`config.mk`:
```
export PLATFORM = sky130hd
export DESIGN_NAME = pmp_regbank
export DESIGN_NICKNAME = d
export VERILOG_FILES = /design/src/rtl/pmp_pkg.sv /design/src/rtl/pmp_csr_decode.sv /design/src/rtl/pmp_entry.sv /design/src/rtl/pmp_read_mux.sv /design/src/rtl/pmp_regbank.sv
export SDC_FILE = /design/constraint.sdc
export NUM_CORES = 1
export LEC_CHECK = 0
export ABC_CLOCK_PERIOD_IN_PS = 3400
export BUFFER_PORTS_ARGS = -buffer_cell sky130_fd_sc_hd__buf_2
export CELL_PAD_IN_SITES_DETAIL_PLACEMENT = 0
export CELL_PAD_IN_SITES_GLOBAL_PLACEMENT = 1
export CORE_AREA = 2 2 271 273
export DETAILED_ROUTE_END_ITERATION = 12
export DIE_AREA = 0 0 273 275
export PLACE_DENSITY_LB_ADDON = 0.08
export SETUP_SLACK_MARGIN = 0.02
export SLEW_MARGIN = 10
export SYNTH_ARGS = -nofsm -noshare
export SYNTH_HDL_FRONTEND = slang
export SYNTH_SLANG_ARGS = --single-unit
```
`constraint.sdc`:
```
create_clock -name clk -period 3.4 [get_ports clk]
set_input_delay 0 -clock clk [delete_from_list [all_inputs] [get_ports clk]]
set_output_delay 0 -clock clk [all_outputs]
set_load 0.02 [all_outputs]
```
`src/rtl/pmp_pkg.sv`:
```
package pmp_pkg;
  localparam int unsigned CFG_R    = 0;
  localparam int unsigned CFG_W    = 1;
  localparam int unsigned CFG_A_LO = 3;
  localparam int unsigned CFG_L    = 7;

  localparam logic [1:0] MODE_OFF   = 2'd0;
  localparam logic [1:0] MODE_TOR   = 2'd1;
  localparam logic [1:0] MODE_NA4   = 2'd2;
  localparam logic [1:0] MODE_NAPOT = 2'd3;

  localparam logic [11:0] CSR_CFG_BASE  = 12'h3A0;
  localparam logic [11:0] CSR_ADDR_BASE = 12'h3B0;

  // bits that survive a configuration write: R, W, X, mode, L
  localparam logic [7:0] CFG_KEEP = 8'h9F;
  // reset value of entry 0: R|W|X with NAPOT mode
  localparam logic [7:0] CFG_OPEN = 8'h1F;

  function automatic logic [7:0] cfg_legalize(input logic [7:0] raw);
    logic [7:0] v;
    v = raw & CFG_KEEP;
    if (!v[CFG_R]) v[CFG_W] = 1'b0;
    return v;
  endfunction
endpackage

```
`src/rtl/pmp_csr_decode.sv`:
```
module pmp_csr_decode
  import pmp_pkg::*;
#(
  parameter int unsigned MAX_ENTRIES = 16,
  parameter int unsigned XLEN        = 32,
  parameter int unsigned IDX_W       = 4
) (
  input  logic [11:0]      csr_addr,
  output logic             addr_hit,
  output logic [IDX_W-1:0] addr_idx,
  output logic             cfg_hit,
  output logic [IDX_W-1:0] cfg_base
);
  localparam int unsigned NUM_CFG_CSR = MAX_ENTRIES / 4;

  logic [11:0] a_off;
  logic [11:0] c_off;
  logic        c_word_ok;

  assign a_off = csr_addr - CSR_ADDR_BASE;
  assign c_off = csr_addr - CSR_CFG_BASE;

  generate
    if (XLEN == 64) begin : g_rv64
      assign c_word_ok = ~c_off[0];
    end else begin : g_rv32
      assign c_word_ok = 1'b1;
    end
  endgenerate

  assign addr_hit = (csr_addr >= CSR_ADDR_BASE) && (a_off < 12'(MAX_ENTRIES));
  assign addr_idx = a_off[IDX_W-1:0];
  assign cfg_hit  = (csr_addr >= CSR_CFG_BASE) && (c_off < 12'(NUM_CFG_CSR)) && c_word_ok;
  assign cfg_base = {c_off[IDX_W-3:0], 2'b00};
endmodule

```
`src/rtl/pmp_entry.sv`:
```
module pmp_entry
  import pmp_pkg::*;
#(
  parameter int unsigned ADDR_W        = 30,
  parameter bit          OPEN_AT_RESET = 1'b0
) (
  input  logic              clk,
  input  logic              rst_n,
  input  logic              cfg_we,
  input  logic [7:0]        cfg_wbyte,
  input  logic              addr_we,
  input  logic [ADDR_W-1:0] addr_wdata,
  input  logic              next_tor_lock,
  output logic [7:0]        cfg_q,
  output logic [ADDR_W-1:0] addr_q
);
  logic cfg_locked;
  logic addr_open;

  assign cfg_locked = cfg_q[CFG_L];
  assign addr_open  = !cfg_locked && !next_tor_lock;

  always_ff @(posedge clk or negedge rst_n) begin
    if (!rst_n) begin
      cfg_q  <= OPEN_AT_RESET ? CFG_OPEN : 8'h00;
      addr_q <= OPEN_AT_RESET ? '1 : '0;
    end else begin
      if (cfg_we && !cfg_locked) cfg_q <= cfg_legalize(cfg_wbyte);
      if (addr_we && addr_open) addr_q <= addr_wdata;
    end
  end
endmodule

```
`src/rtl/pmp_read_mux.sv`:
```
module pmp_read_mux #(
  parameter int unsigned MAX_ENTRIES = 16,
  parameter int unsigned XLEN        = 32,
  parameter int unsigned ADDR_W      = 30,
  parameter int unsigned IDX_W       = 4
) (
  input  logic [MAX_ENTRIES*8-1:0]      ent_cfg,
  input  logic [MAX_ENTRIES*ADDR_W-1:0] ent_addr,
  input  logic                          addr_hit,
  input  logic [IDX_W-1:0]              addr_idx,
  input  logic                          cfg_hit,
  input  logic [IDX_W-1:0]              cfg_base,
  output logic [XLEN-1:0]               rdata
);
  localparam int unsigned BYTES = XLEN / 8;

  logic [7:0]        cfg_arr  [MAX_ENTRIES];
  logic [ADDR_W-1:0] addr_arr [MAX_ENTRIES];

  generate
    for (genvar g = 0; g < MAX_ENTRIES; g++) begin : g_unpack
      assign cfg_arr[g]  = ent_cfg[g*8 +: 8];
      assign addr_arr[g] = ent_addr[g*ADDR_W +: ADDR_W];
    end
  endgenerate

  always_comb begin
    rdata = '0;
    if (addr_hit) begin
      rdata = XLEN'(addr_arr[addr_idx]);
    end else if (cfg_hit) begin
      for (int k = 0; k < BYTES; k++) begin
        rdata[8*k +: 8] = cfg_arr[cfg_base + IDX_W'(k)];
      end
    end
  end
endmodule

```
`src/rtl/pmp_regbank.sv`:
```
module pmp_regbank
  import pmp_pkg::*;
#(
  parameter int unsigned XLEN        = 32,
  parameter int unsigned MAX_ENTRIES = 16,
  parameter int unsigned NUM_ENTRIES = 8,
  parameter int unsigned PADDR_BITS  = 32
) (
  input  logic                                   clk,
  input  logic                                   rst_n,
  input  logic [11:0]                            csr_addr,
  input  logic                                   csr_we,
  input  logic [XLEN-1:0]                        csr_wdata,
  output logic [XLEN-1:0]                        csr_rdata,
  output logic                                   flush_o,
  output logic [MAX_ENTRIES*8-1:0]               ent_cfg_o,
  output logic [MAX_ENTRIES*(PADDR_BITS-2)-1:0]  ent_addr_o
);
  localparam int unsigned ADDR_W = PADDR_BITS - 2;
  localparam int unsigned IDX_W  = $clog2(MAX_ENTRIES);
  localparam int unsigned BYTES  = XLEN / 8;

  logic             addr_hit;
  logic [IDX_W-1:0] addr_idx;
  logic             cfg_hit;
  logic [IDX_W-1:0] cfg_base;
  logic             flush_q;

  pmp_csr_decode #(
    .MAX_ENTRIES(MAX_ENTRIES), .XLEN(XLEN), .IDX_W(IDX_W)
  ) u_dec (
    .csr_addr(csr_addr), .addr_hit(addr_hit), .addr_idx(addr_idx),
    .cfg_hit(cfg_hit), .cfg_base(cfg_base)
  );

  generate
    for (genvar i = 0; i < MAX_ENTRIES; i++) begin : g_ent
      if (i < NUM_ENTRIES) begin : g_impl
        logic addr_we_i;
        logic cfg_we_i;
        logic nxt_tor_lock;

        assign addr_we_i = csr_we && addr_hit && (addr_idx == IDX_W'(i));
        assign cfg_we_i  = csr_we && cfg_hit && (cfg_base == IDX_W'((i / BYTES) * BYTES));

        if (i + 1 < MAX_ENTRIES) begin : g_nxt
          assign nxt_tor_lock = ent_cfg_o[(i+1)*8 + CFG_L] &&
                                (ent_cfg_o[(i+1)*8 + CFG_A_LO +: 2] == MODE_TOR);
        end else begin : g_last
          assign nxt_tor_lock = 1'b0;
        end

        pmp_entry #(
          .ADDR_W(ADDR_W), .OPEN_AT_RESET(i == 0)
        ) u_ent (
          .clk(clk), .rst_n(rst_n),
          .cfg_we(cfg_we_i), .cfg_wbyte(csr_wdata[8*(i % BYTES) +: 8]),
          .addr_we(addr_we_i), .addr_wdata(csr_wdata[ADDR_W-1:0]),
          .next_tor_lock(nxt_tor_lock),
          .cfg_q(ent_cfg_o[i*8 +: 8]),
          .addr_q(ent_addr_o[i*ADDR_W +: ADDR_W])
        );
      end else begin : g_absent
        assign ent_cfg_o[i*8 +: 8]          = 8'h00;
        assign ent_addr_o[i*ADDR_W +: ADDR_W] = '0;
      end
    end
  endgenerate

  pmp_read_mux #(
    .MAX_ENTRIES(MAX_ENTRIES), .XLEN(XLEN), .ADDR_W(ADDR_W), .IDX_W(IDX_W)
  ) u_rd (
    .ent_cfg(ent_cfg_o), .ent_addr(ent_addr_o),
    .addr_hit(addr_hit), .addr_idx(addr_idx),
    .cfg_hit(cfg_hit), .cfg_base(cfg_base),
    .rdata(csr_rdata)
  );

  always_ff @(posedge clk or negedge rst_n) begin
    if (!rst_n) flush_q <= 1'b0;
    else        flush_q <= (NUM_ENTRIES > 0) && csr_we && addr_hit;
  end

  assign flush_o = flush_q;
endmodule

```
== Word level (Yosys, flattened, before mapping) ==
Index checks and enable logic that the tools add are counted.
Word-level totals
  register bits after elaboration: 289
  bits of input ports: 47
  output and inout port bits: 641
  logic and storage cells: 133
Operators by class
  add/subtract/negate cells: 5
  $lt $le $gt $ge: 9
  equality and inequality tests: 15
  mux-type cells: 21
  bitwise gates (word level): 5
  reductions and logical operators: 61
Operators with widths (number)
  $bmux W8 S4: 4
  $bmux W30 S4: 1
  $mux W32: 2
  $mux W8: 8
  $mux W30: 2
  $logic_and A1 B1 Y1: 44
  $ge A5 B5 Y1 const B: 5
  $not A4 Y5: 5
  $ge A12 B10 Y1 const B: 2
  $sub A12 B10 Y12 const B: 2
  $eq A2 B1 Y1 const B: 8
  $eq A4 B3 Y1 const B: 4
  $logic_not A1 Y1: 15
  $lt A12 B3 Y1 const B: 1
  $lt A12 B5 Y1 const B: 1
  $add A4 B2 Y4 const B: 2
  $eq A4 B2 Y1 const B: 2
  $logic_not A4 Y1: 2
  $add A4 B1 Y4 const B: 1
  $eq A4 B1 Y1 const B: 1
  $mux W1: 4

== Logic depth before layout (Yosys ltp) ==
  depth in word-level cells: 8
  depth in mapped cells: 8

== Hierarchy ==
A second synthesis with hierarchy kept.
Unflattened totals
  cell total of the unflattened synthesis: 1639
  area, all modules: 21734.6 um2
By module, submodules not included
  pmp_entry at g_ent[1].g_impl.u_ent ...: instances 7, cells an instance 83, area each 1390.1 um2
  pmp_read_mux: instances 1, cells an instance 615, area each 7920.1 um2
  pmp_regbank: instances 1, cells an instance 339, area each 2472.4 um2
  pmp_entry at g_ent[0].g_impl.u_ent: instances 1, cells an instance 83, area each 1433.9 um2
  pmp_csr_decode: instances 1, cells an instance 21, area each 177.7 um2

== Worst setup path after synthesis ==
OpenSTA, ideal clock, no wires.
  kind: in2out
  from: input port csr_addr[7]
  to: output port csr_rdata[17]
  arrival: 1.764 ns
  required time: 3.400 ns
  slack: 1.636 ns
  stages: 7
  path buffers: 3
  cells stage by stage: nor4b_2 -> mux2i_1 -> buf_2 -> or3_1 -> clkbuf_1 -> buf_2 -> o22ai_1
On the way
  longest elaborated chain between the ends: 5
RTL lines
  from (decl): line pmp_regbank.sv:11  | input logic [11:0] csr_addr,
  $sub A12 B10 Y12: line pmp_csr_decode.sv:21  | assign c_off = csr_addr - CSR_CFG_BASE;
  $lt A12 B3 Y1: line pmp_csr_decode.sv:33  | assign cfg_hit = (csr_addr >= CSR_CFG_BASE) && (c_off < 12'(NUM_CFG_CSR)) && c_word_ok;
  $logic_and A1 B1 Y1: line pmp_csr_decode.sv:33
  $mux W32: line pmp_read_mux.sv:31  | end else if (cfg_hit) begin
  $mux W32 (*): line pmp_read_mux.sv:29  | if (addr_hit) begin
  to (decl): line pmp_regbank.sv:14  | output logic [XLEN-1:0] csr_rdata,
Mark *: on every way between the ends. The rest lies on a longest branch, timed or not.

== Worst setup path in the final report ==
  from: input port csr_addr[11]
  to: output port csr_rdata[19]
The elaborated chain is that of the path after synthesis.

==> results.json <==
{
  "min_period_over_period_pct": 88.8,
  "crit_path_max_fanout": 24,
  "initial_core_util_pct": 21.9,
  "rsz0062_at_grt": "no",
  "num_vias": 10100,
  "synth_warnings": 0,
  "num_rows": 99,
  "cts_made_buffers": 40,
  "slew_headroom_pct": 34.9,
  "ys_seq_area_share_pct": 45.9,
  "ant_nets": 0,
  "setup_viol": 0,
  "vdd_drop_max_mv": 0.243,
  "drv_slew": 0,
  "holdWs_ps": -1.93,
  "final_util_pct": 26.8,
  "cts.clk_slew.worst_paths_ps": 60,
  "worstPathRequired_ps": 3400,
  "via_per_inst": 3.94,
  "final_hold_viol_count": 2,
  "power_density_mw_per_mm2": 438,
  "grt_usage_pct": 15.4,
  "cts_setup_buffers": 0,
  "clock_skew_ps": 24.4,
  "synthToLayoutAreaGrowth_pct": 22.4,
  "startpoint_type": "primary input",
  "core_area_sq_mm": 0.0723,
  "clockBufferDepth": 3,
  "crit_type": "primary input to primary output",
  "synth_edf_count": 0,
  "synth_ff_type": "dfrtp_1",
  "dp.cells": 2465,
  "io_buffers": 365,
  "grt_pass1_wl_um": 82600,
  "synthCells": 1185,
  "synthArstFlopShare_pct": 100,
  "wl_per_cell_um": 23.2,
  "drt_iter0_drc": 301,
  "worst_ep_arrival_time_ps": 3020,
  "grt_overflow": 0,
  "clk_latency_ps": 560,
  "end_kind": "primary output",
  "fin_cells": 2575,
  "hold_class": "primary input to async pin",
  "die_area_sq_mm": 0.0751,
  "p_total_mw": 8.50,
  "ioPinCount": 688,
  "tightest_slew_ps": 976,
  "drv_cap": 0,
  "cts_sinks": 289,
  "grt_max_degree": 83,
  "layout_setup_ws_ps": 380,
  "cts_tree": "built",
  "yosysUniqueCellTypes": 42,
  "synth_seq_cells": 289,
  "outcome": "finished, violations left",
  "postPlaceCellArea_sq_mm": 0.0177,
  "gp_congestion": 0.721,
  "antenna_found_initial": 9,
  "fillers": 7659,
  "min_period_ps": 3020,
  "clockRootBuffer": "clkbuf_16",
  "syn_avg_cell_area_sq_um": 13.4,
  "p_leak_nw": 10.3,
  "dp.final_hpwl_um": 42400,
  "drc": 0,
  "synth_area_sq_mm": 0.0159,
  "h-tree-depth": 2,
  "setup_tns_ps": 0,
  "dr.pass1.iters": 4,
  "layout-drive-gt1-share_pct": 52.6,
  "clock.fmax_mhz": 331,
  "fin_area_sq_mm": 0.0194,
  "die_w_um": 273,
  "num-nets-final": 1633,
  "routed_wl_um": 59700,
  "die_h_um": 275,
  "first_global_vias": 10500,
  "post-place-ws_ps": 785,
  "violations": "hold timing"
}
## synthesized netlist by cell type, types with 2 or more instances
library cell  number  area, sq um
buf_4            325         2440
buf_1             20         75.1
nor4_4             6          128
and3_1             2         12.5
nand3_1            3         15.0
nor2b_1            4         25.0
or3_1              2         12.5
mux4_2            60         1350
dfstp_2           35          920
nand3b_1           7         52.6
ha_1               2         25.0
mux2i_1           56          561
clkbuf_1          24         90.1
o22ai_1           23          144
nand2_1            3         11.3
nor3_1             6         30.0
mux2_2           279         3140
a21o_1             6         45.0
dfrtp_1          254         6360
a41o_1             2         20.0
buf_2             26          130
and2_1             5         31.3
nor2_1            13         48.8
and4b_1            2         20.0
inv_1              3         11.3
## layer usage
metal	track usage, %	share of wire (%)	vias to the layer above
li1	-	-	4380
met1	19.2	41	5295
met2	26.0	49	381
met3	5.18	7.6	69
met4	2.99	1.4	14
met5	0	0.15	-
## power by group
group          internal, mW  total (mW)  switching, mW
clock                  2.63        4.29           1.66
combinational         0.141       0.734          0.593
sequential             3.46        3.48         0.0152
total                  6.23        8.50           2.27
## worst max-delay path, cell delays in order
cell,delay [ps]
dlygate4sd3_1,560
buf_2,150
nor3b_2,340
nand3_1,130
buf_4,230
or3_2,870
o22ai_1,470
buf_2,260
## sequential cells by signal, summed over array words and instances, names as in the netlist
name	cells
flush_o	1
g_ent.g_impl.u_ent.addr_q	240
g_ent.g_impl.u_ent.cfg_q	48
## path summary, 6_finish.rpt
check	from	endpoint	slack (ps)	cells past startpoint
max	csr_addr[11]	csr_rdata[19]	380	8
min	rst_n	g_ent[3].g_impl.u_ent.addr_q[3]	-2	2
max reg2reg	g_ent[2].g_impl.u_ent.cfg_q[7]	g_ent[1].g_impl.u_ent.addr_q[26]	1170	5
min reg2reg	g_ent[0].g_impl.u_ent.cfg_q[7]	g_ent[0].g_impl.u_ent.cfg_q[7]	510	1
max in group asynchronous	rst_n	g_ent[0].g_impl.u_ent.addr_q[26]	2400	3
min in group clk	csr_addr[0]	g_ent[3].g_impl.u_ent.cfg_q[7]	180	3
## cell families after synthesis
group	Yosys count	synth area share, %
muxes	396	31.9
and+or+nand+nor	63	3.06
other	1	0.0236
DFF	289	45.9
adders and majority gates	2	0.158
buffers and inverters	398	17.3
AOI/OAI and AO/OA	36	1.61
## timing repair
item | 4_1_cts | 5_1_grt
hold buffers | 36 | 0
resized for setup | 0 | 0
hold endpoints to repair | 358 | 0
## final cells by class
cell class / instances / area, sq um / share of cell area, %
Multi-Input combinational cell: 818 / 7090 / 36.5
Clock buffer: 59 / 1170 / 6.06
Tap cell: 959 / 1200 / 6.18
Clock inverter: 14 / 168 / 0.864
Timing Repair Buffer: 432 / 2480 / 12.8
Sequential cell: 289 / 7280 / 37.5
Antenna cell: 1 / 2.50 / 0.0129
Inverter: 3 / 11.3 / 0.0580
## layout by cell type, fill, tap and decap left out, types with 3 or more instances in the layout
cell / Yosys / final
bufinv_16: 0 / 3
a21o_1: 6 / 6
nor4_4: 6 / 7
clkinv_2: 0 / 6
nor2_1: 13 / 13
buf_4: 325 / 30
nor3_2: 0 / 4
and2_1: 5 / 5
dlygate4sd3_1: 0 / 36
dfstp_2: 35 / 35
inv_1: 3 / 3
mux2i_1: 56 / 55
nor2b_1: 4 / 4
clkbuf_8: 0 / 6
dfrtp_1: 254 / 254
clkinvlp_4: 0 / 3
buf_12: 0 / 3
clkbuf_16: 0 / 42
o22ai_1: 23 / 23
mux4_2: 60 / 60
nand2_1: 3 / 3
mux2_2: 279 / 279
clkbuf_1: 24 / 11
conb_1: 1 / 321
nand3b_1: 7 / 7
buf_2: 26 / 361
Power figures use the tool's default switching activity.
